**src/rtl/edh_fp_pkg.sv**
```systemverilog
package edh_fp_pkg;
  localparam int GRP_W     = 5;
  localparam int FLAG_GRPS = 3;
  localparam int VLD_W     = 2;
  localparam int SLOTS     = FLAG_GRPS + 1;
  localparam int SEL_W     = $clog2(SLOTS);
  localparam int FLAG_W    = FLAG_GRPS * GRP_W + VLD_W;

  typedef enum logic [SEL_W-1:0] {
    SEL_ANC = 2'd0,
    SEL_AP  = 2'd1,
    SEL_FF  = 2'd2,
    SEL_VLD = 2'd3
  } fp_sel_e;

  function automatic int slot_width(input int s);
    return (s < FLAG_GRPS) ? GRP_W : VLD_W;
  endfunction
endpackage

```
**src/rtl/edh_fp_slot.sv**
```systemverilog
module edh_fp_slot #(
  parameter int W = 5
) (
  input  logic         clk,
  input  logic         rst_n,
  input  logic         wr_en,
  input  logic         pkt_sent,
  input  logic [W-1:0] wr_data,
  output logic         pend,
  output logic [W-1:0] val
);
  logic pend_nxt;

  always_comb begin
    pend_nxt = pend;
    if (wr_en)         pend_nxt = 1'b1;
    else if (pkt_sent) pend_nxt = 1'b0;
  end

  always_ff @(posedge clk or negedge rst_n) begin
    if (!rst_n) pend <= 1'b0;
    else        pend <= pend_nxt;
  end

  always_ff @(posedge clk or negedge rst_n) begin
    if (!rst_n)     val <= '0;
    else if (wr_en) val <= wr_data;
  end

  assert_capture_R4: assert property (@(posedge clk) disable iff (!rst_n)
    wr_en |=> (pend && val == $past(wr_data)));
  assert_release_R5: assert property (@(posedge clk) disable iff (!rst_n)
    (pkt_sent && !wr_en) |=> !pend);
  assert_keep_R6: assert property (@(posedge clk) disable iff (!rst_n)
    (pkt_sent && wr_en) |=> pend);
  assert_hold_R4: assert property (@(posedge clk) disable iff (!rst_n)
    (!wr_en && !pkt_sent) |=> ($stable(pend) && $stable(val)));
endmodule

```
**src/rtl/edh_fp_merge.sv**
```systemverilog
module edh_fp_merge #(
  parameter int N = 17
) (
  input  logic [N-1:0] port_pend,
  input  logic [N-1:0] port_val,
  input  logic [N-1:0] host_en,
  input  logic [N-1:0] host_val,
  input  logic [N-1:0] calc,
  output logic [N-1:0] merged
);
  for (genvar i = 0; i < N; i++) begin : g_bit
    always_comb begin
      if (port_pend[i])    merged[i] = port_val[i];
      else if (host_en[i]) merged[i] = host_val[i];
      else                 merged[i] = calc[i];
    end
  end
endmodule

```
**src/rtl/edh_fp_rdmux.sv**
```systemverilog
module edh_fp_rdmux
  import edh_fp_pkg::*;
(
  input  logic [SEL_W-1:0]  sel,
  input  logic              dir_rd,
  input  logic [FLAG_W-1:0] flags,
  output logic [GRP_W-1:0]  dout,
  output logic              oe
);
  logic [GRP_W-1:0] padded [SLOTS];

  for (genvar s = 0; s < SLOTS; s++) begin : g_pad
    localparam int W = slot_width(s);
    localparam int B = s * GRP_W;
    if (W == GRP_W) begin : g_full
      assign padded[s] = flags[B +: W];
    end else begin : g_part
      assign padded[s] = {{(GRP_W-W){1'b0}}, flags[B +: W]};
    end
  end

  always_comb begin
    oe   = dir_rd;
    dout = dir_rd ? padded[sel] : '0;
  end
endmodule

```
**src/rtl/edh_flagport_ctrl.sv**
```systemverilog
module edh_flagport_ctrl
  import edh_fp_pkg::*;
(
  input  logic        clk,
  input  logic        rst_n,
  input  logic [1:0]  fp_sel,
  input  logic        fp_dir_rd,
  input  logic [4:0]  fp_din,
  output logic [4:0]  fp_dout,
  output logic        fp_oe,
  input  logic [16:0] host_ovr_en,
  input  logic [16:0] host_ovr_val,
  input  logic [16:0] flags_calc,
  input  logic        pkt_sent,
  output logic [16:0] flags_out
);
  logic [1:0]        rst_pipe;
  logic              rst_sync_n;
  logic [FLAG_W-1:0] pend_mask;
  logic [FLAG_W-1:0] port_vals;

  always_ff @(posedge clk or negedge rst_n) begin
    if (!rst_n) rst_pipe <= '0;
    else        rst_pipe <= {rst_pipe[0], 1'b1};
  end
  assign rst_sync_n = rst_pipe[1];

  for (genvar s = 0; s < SLOTS; s++) begin : g_slot
    localparam int W = slot_width(s);
    localparam int B = s * GRP_W;
    logic         wr;
    logic         pend;
    logic [W-1:0] val;

    assign wr = !fp_dir_rd && (fp_sel == SEL_W'(s));

    edh_fp_slot #(.W(W)) u_slot (
      .clk      (clk),
      .rst_n    (rst_sync_n),
      .wr_en    (wr),
      .pkt_sent (pkt_sent),
      .wr_data  (fp_din[W-1:0]),
      .pend     (pend),
      .val      (val)
    );

    assign pend_mask[B +: W] = {W{pend}};
    assign port_vals[B +: W] = val;
  end

  edh_fp_merge #(.N(FLAG_W)) u_merge (
    .port_pend (pend_mask),
    .port_val  (port_vals),
    .host_en   (host_ovr_en),
    .host_val  (host_ovr_val),
    .calc      (flags_calc),
    .merged    (flags_out)
  );

  edh_fp_rdmux u_rdmux (
    .sel    (fp_sel),
    .dir_rd (fp_dir_rd),
    .flags  (flags_out),
    .dout   (fp_dout),
    .oe     (fp_oe)
  );

  assert_dir_R2: assert property (@(posedge clk) disable iff (!rst_sync_n)
    fp_dir_rd |-> fp_oe);
  assert_quiet_R2: assert property (@(posedge clk) disable iff (!rst_sync_n)
    !fp_dir_rd |-> (!fp_oe && fp_dout == '0));
  assert_portwins_R7: assert property (@(posedge clk) disable iff (!rst_sync_n)
    (!fp_dir_rd && fp_sel == SEL_ANC) |=> (flags_out[4:0] == $past(fp_din)));
  assert_vld_R8: assert property (@(posedge clk) disable iff (!rst_sync_n)
    (!fp_dir_rd && fp_sel == SEL_VLD) |=> (flags_out[16:15] == $past(fp_din[1:0])));
  assert_free_R5: assert property (@(posedge clk) disable iff (!rst_sync_n)
    (fp_dir_rd && pkt_sent) |=>
      (flags_out == ((host_ovr_en & host_ovr_val) | (~host_ovr_en & flags_calc))));
endmodule

```
**config.mk**
```make
export PLATFORM = sky130hd
export DESIGN_NAME = edh_flagport_ctrl
export DESIGN_NICKNAME = d
export VERILOG_FILES = /design/src/rtl/edh_fp_pkg.sv /design/src/rtl/edh_fp_slot.sv /design/src/rtl/edh_fp_merge.sv /design/src/rtl/edh_fp_rdmux.sv /design/src/rtl/edh_flagport_ctrl.sv
export SDC_FILE = /design/constraint.sdc
export NUM_CORES = 1
export LEC_CHECK = 0
export BUFFER_PORTS_ARGS = -buffer_cell sky130_fd_sc_hd__buf_2
export CORE_UTILIZATION = 35
export DETAILED_ROUTE_END_ITERATION = 10
export GPL_TIMING_DRIVEN = 0
export PLACE_DENSITY = 0.63
export SKIP_LAST_GASP = 1
export SLEW_MARGIN = 20
export SYNTH_ARGS = -nofsm -noshare
export SYNTH_HDL_FRONTEND = slang
export SYNTH_SLANG_ARGS = --single-unit
```
**constraint.sdc**
```tcl
create_clock -name clk -period 1.3 [get_ports clk]
set_clock_uncertainty 0.1 [all_clocks]
set_input_delay 0.13 -clock clk [delete_from_list [all_inputs] [get_ports clk]]
set_output_delay 0.13 -clock clk [all_outputs]
set_load 0.05 [all_outputs]
```
Word-level counts from Yosys, hierarchy flattened
Cells that the tools add are included.
{"block": "totals", "register_bits": 23, "elab_cells": 67, "input_bits": 62, "output_inout_bits": 23}
{"block": "op_classes", "n_eq_ne": 3, "n_bitwise": 1, "n_reduce_logical": 10, "magnitude_cmp": 1, "n_mux": 43}
{"cell": "two-way mux 1 bit", "n": 39}
{"cell": "two-way mux 5 bit", "n": 3}
{"cell": "binary-select mux 5 bit (select 2 bit)", "n": 1}
{"cell": "nonzero test 2 bit", "n": 4}
{"cell": "equality test 2 bit (second input constant)", "n": 2}
{"cell": "logical AND 1 bit", "n": 4}
{"cell": ">= comparator 3 bit (second input constant)", "n": 1}
{"cell": "inverter 2 -> 3 bit", "n": 1}
{"cell": "equality test 2 x 1 -> 1 bit (second input constant)", "n": 1}
{"cell": "zero test 2 bit", "n": 1}
{"cell": "zero test 1 bit", "n": 1}

Longest topological paths before layout
{"block": "depth", "depth_word": 6, "mapped_depth": 5, "ltp_nobuf": 4}

By module
A second synthesis with hierarchy kept.
{"block": "hier_totals", "hier_cells": 126, "hier_area_um2": 1427.6}
{"module": "edh_fp_slot (g_slot[0].u_slot ...)", "cells_per_inst": 14, "instances": 3, "seq_area_each_um2": 150.1, "area_per_inst_um2": 249.0}
{"module": "edh_fp_merge", "cells_per_inst": 51, "instances": 1, "seq_area_each_um2": 0.0, "area_per_inst_um2": 319.1}
{"module": "edh_fp_rdmux", "cells_per_inst": 19, "instances": 1, "seq_area_each_um2": 0.0, "area_per_inst_um2": 167.7}
{"module": "edh_fp_slot (g_slot[3].u_slot)", "cells_per_inst": 7, "instances": 1, "seq_area_each_um2": 75.1, "area_per_inst_um2": 110.1}
{"module": "edh_flagport_ctrl", "cells_per_inst": 7, "instances": 1, "seq_area_each_um2": 50.0, "area_per_inst_um2": 83.8}

Worst setup path before layout
No wires, ideal clock.
{"block": "synth_timing", "path_type": "register -> output", "start": "reg g_slot[1].u_slot.pend", "end": "out fp_dout[0]", "arrival_ns": 2.664, "path_slack_ns": -1.594, "path_stages_with_launch": 5, "n_path_buf": 1, "required_time_ns": 1.070, "cell_sequence": "dfrtp_1 > buf_2 > o21ai_0 > mux2i_1 > o2bb2ai_1"}
{"block": "synth_between", "elab_chain_cells": 5}
{"element": "start: declaration", "line_no": "edh_fp_slot.sv:9", "text": "output logic pend,"}
{"element": "start signal: assignment", "line_no": "edh_fp_slot.sv:22", "text": "else pend <= pend_nxt;"}
{"element": "two-way mux 1 bit", "line_no": "edh_fp_merge.sv:13", "text": "if (port_pend[i]) merged[i] = port_val[i];"}
{"element": "via flags_out[5]", "line_no": "edh_flagport_ctrl.sv:15", "text": "output logic [16:0] flags_out"}
{"element": "binary-select mux 5 bit (select 2 bit)", "line_no": "edh_fp_rdmux.sv:24", "text": "dout = dir_rd ? padded[sel] : '0;"}
{"element": "two-way mux 5 bit (not written as such) (2 in a row)", "line_no": "edh_fp_rdmux.sv:24"}
{"element": "two-way mux 5 bit", "line_no": "edh_fp_rdmux.sv:24"}
{"element": "end: declaration", "line_no": "edh_flagport_ctrl.sv:9", "text": "output logic [4:0] fp_dout,"}
The timed path passes the listed nets, and every way through them passes these cells. The select of a mux whose other input is x is not followed.

Worst setup path after layout
{"block": "layout_timing", "start": "reg g_slot[0].u_slot.pend", "end": "out fp_dout[1]"}
{"block": "layout_between", "elab_chain_cells": 5}
{"element": "start: declaration", "line_no": "edh_fp_slot.sv:9"}
{"element": "start signal: assignment", "line_no": "edh_fp_slot.sv:22"}
{"element": "two-way mux 1 bit", "line_no": "edh_fp_merge.sv:13"}
{"element": "binary-select mux 5 bit (select 2 bit)", "line_no": "edh_fp_rdmux.sv:24"}
{"element": "two-way mux 5 bit (not written as such) (2 in a row)", "line_no": "edh_fp_rdmux.sv:24"}
{"element": "two-way mux 5 bit", "line_no": "edh_fp_rdmux.sv:24"}
Every way passes these cells. The select of a mux whose other input is x is not followed.

==> out/qor.yml <==
clk_latency_ns: 0.26
routed_via_density: 4.91
r2r-end: "g_slot[0].u_slot.pend"
worstPathArrival_ns: 1.63
vias: 1532
synth_seq_cells: 23
totalWireLength_um: 4250
hpwl_um: 3000
place_inst: 288
nNetsFinal: 327
holdPathEnd: "g_slot[0].u_slot.val[3]"
worst_setup_path_end_kind: "primary output"
run_status: "finished with violations"
antenna_found_initial: 0
slew_headroom_pct: 42.8
grt_max_degree: 22
fillCellCount: 299
r2r_setup_slack_ns: 0.03
postRouteAntennaNets: 0
worst_pin_slew_ns: 0.858
whs_ns: 0.0108
pwr-share-clk_pct: 17.0
ir_worst_vdd_mv: 0.685
power_switching_mw: 1.04
hold_depth: 3
die_height_um: 66.1
cts_root_buf: "clkbuf_8"
p_comb_share_pct: 48.8
setup_viol: 20
seq_power_share_pct: 34.2
power_density_mw_per_mm2: 1000
drt_iter0_markers: 29
multi_input_area_mm2: 0.00111
hold_viol_final: 0
min_period_ns: 1.86
crit_slowest_cell: "dfrtp_1"
cts_buffers: 3
row_count: 22
start_util_pct: 37.8
clk_pin_slew_ns: 0.09
antenna_cells: 0
gp_congestion: 0.766
grt_pass1_wl_um: 6960
netlist_area_mm2: 0.00144
cts_tree: "built"
ios: 85
rsz0062_at_grt: "true"
r2r-start: "g_slot[0].u_slot.pend"
required_ns: 1.07
core_area_mm2: 0.00380
switching_share_pct: 39.3
maxClockFrequency_mhz: 537
grt_overflow: 0
setup_ws_ns: -0.563
fin_cells: 312
timing_max_transition_violations_final: 0
grt_pass1_vias: 1547
drive_gt1_share_pct: 64.4
drtPass1Iterations: 4
hold_path.class: "in -> reg"
worstPathCellList: "buf_8, a211oi_2, o32ai_2, o2bb2ai_4, buf_4"
htreeDepth: 1
rr_worst_depth: 5
max-cap-violations: 0
die_w_um: 66.1
cts_sinks: 23
syn_inst: 158
violations: "setup timing"
cts_buffer_depth: 2
seq_area_um2: 577
synthesis.nets: 220
leakage_nw: 1.22
min_from: "fp_din[3]"
critPathKind: "reg -> out"
grtUsageTotal_pct: 21.1
avgSynthCellArea_um2: 9.09
cellInternalPower_mw: 1.61
drt-wirelength-per-cell_um: 13.6
min_period_over_period_pct: 143
synth_warnings: 0
area_growth_pct: 84.1
port_buffers: 82
drc: 0
die_area_mm2: 0.00436
yosysSeqAreaShare_pct: 40.1
synth_cell_types: 24
cp-start-kind: "flop"
path_max_fanout: 6
max_stage_delay_ns: 0.40
[flip-flops by register name, indices dropped and copies added (netlist names)]
name and cells:
g_slot.u_slot.val 17, g_slot.u_slot.pend 4, rst_pipe 2
[critical path: cells and delay by family (launching register included)]
family                 cells  cell delay [ns]
AOI/OAI and AO/OA          3             0.62
buffers and inverters      2             0.34
DFF                        1             0.40
[placed cells by master (no fill, tap or decap), types with 5 or more instances in the layout]
| master | count |
|---|---|
| mux2_2 | 9 |
| o21ai_4 | 7 |
| nor2b_1 | 13 |
| o21ai_0 | 16 |
| inv_1 | 11 |
| buf_8 | 5 |
| nand2_2 | 6 |
| mux2i_1 | 7 |
| buf_2 | 62 |
| buf_4 | 17 |
| a21oi_2 | 5 |
| a211oi_4 | 7 |
| nand2_1 | 9 |
| dfrtp_1 | 22 |
| buf_6 | 24 |
[per-stage QoR]
step	setup slack (ns)	cell area, µm²	utilization [%]	total power, mW	TNS (ns)
2_1_floorplan	-0.307	1610	-	1.63	-2.14
3_3_place_gp	-0.553	2080	54.7	1.86	-3.45
3_5_place_dp	-0.568	2080	54.7	1.87	-3.67
4_1_cts	-0.551	2510	66.1	2.56	-6.08
5_1_grt	-0.608	2650	69.6	2.77	-7.94
6_report	-0.563	2650	69.6	2.65	-6.96
[power by group through the flow]
stage | clock (mW) | combinational (mW) | sequential, mW
floorplan | 0 | 0.742 | 0.887
global placement | 0 | 0.958 | 0.902
detailed placement | 0 | 0.968 | 0.905
CTS | 0.448 | 1.21 | 0.907
global route | 0.481 | 1.37 | 0.923
finish | 0.452 | 1.29 | 0.907
[Yosys cell counts (all sizes together)]
cell / count / share of area (%)
a211oi: 10 / 5.2
a21o: 3 / 1.6
a21oi: 8 / 2.8
and2: 3 / 1.3
buf: 8 / 4.0
conb: 1 / 0.26
dfrtp: 23 / 40
inv: 12 / 3.1
mux2: 9 / 7.1
mux2i: 9 / 6.3
nand2: 16 / 4.2
nand3b: 1 / 0.52
nor2: 5 / 1.3
nor2b: 13 / 5.7
nor3: 1 / 1.1
nor3b: 2 / 1.8
o21a: 3 / 1.6
o21ai: 24 / 8.4
o22ai: 3 / 1.3
o2bb2ai: 2 / 1.2
o32ai: 2 / 1.2
[timing repair]
item                       4_1_cts  5_1_grt
hold endpoints to repair         3        0
cloned                           1        0
hold buffers                     2        0
pin swaps                        7        7
resized for setup               78       19
buffers inserted                10        7
setup endpoints to repair       22       22
[cells by family (layout without fill, tap and decap cells)]
family / count (synthesis) / after routing / synth area share, %
compound gates: 55 / 55 / 23.3
simple gates: 41 / 41 / 15.9
flops: 23 / 23 / 40.1
buf+inv: 20 / 126 / 7.14
mux: 18 / 18 / 13.3
other cells: 1 / 1 / 0.261
[final cells by class]
cell class	count	area share [%]
clock buffer	4	1.70
sequential	23	21.8
buffer	8	3.03
multi-input combinational	115	42.1
inverter	12	1.80
timing repair buffer	102	27.3
tap	48	2.27
[how the worst max path moves through the flow]
stage | depth (start not counted) | end | start
after global routing | 6 | fp_dout[4] | g_slot[0].u_slot.pend
final | 5 | fp_dout[1] | g_slot[0].u_slot.pend
after detailed placement | 6 | fp_dout[0] | g_slot[0].u_slot.pend
after floorplan | 4 | fp_dout[1] | g_slot[1].u_slot.pend
after CTS | 6 | fp_dout[4] | g_slot[0].u_slot.pend
after global placement | 6 | fp_dout[0] | g_slot[0].u_slot.pend
[layer usage]
metal / routed length [µm] / GRT usage (%)
met1: 1850 / 27.3
met2: 2090 / 37.6
met3: 274 / 2.07
met4: 30 / 5.05
met5: 0 / 0
Note: power is estimated with default switching activity, not from simulation.
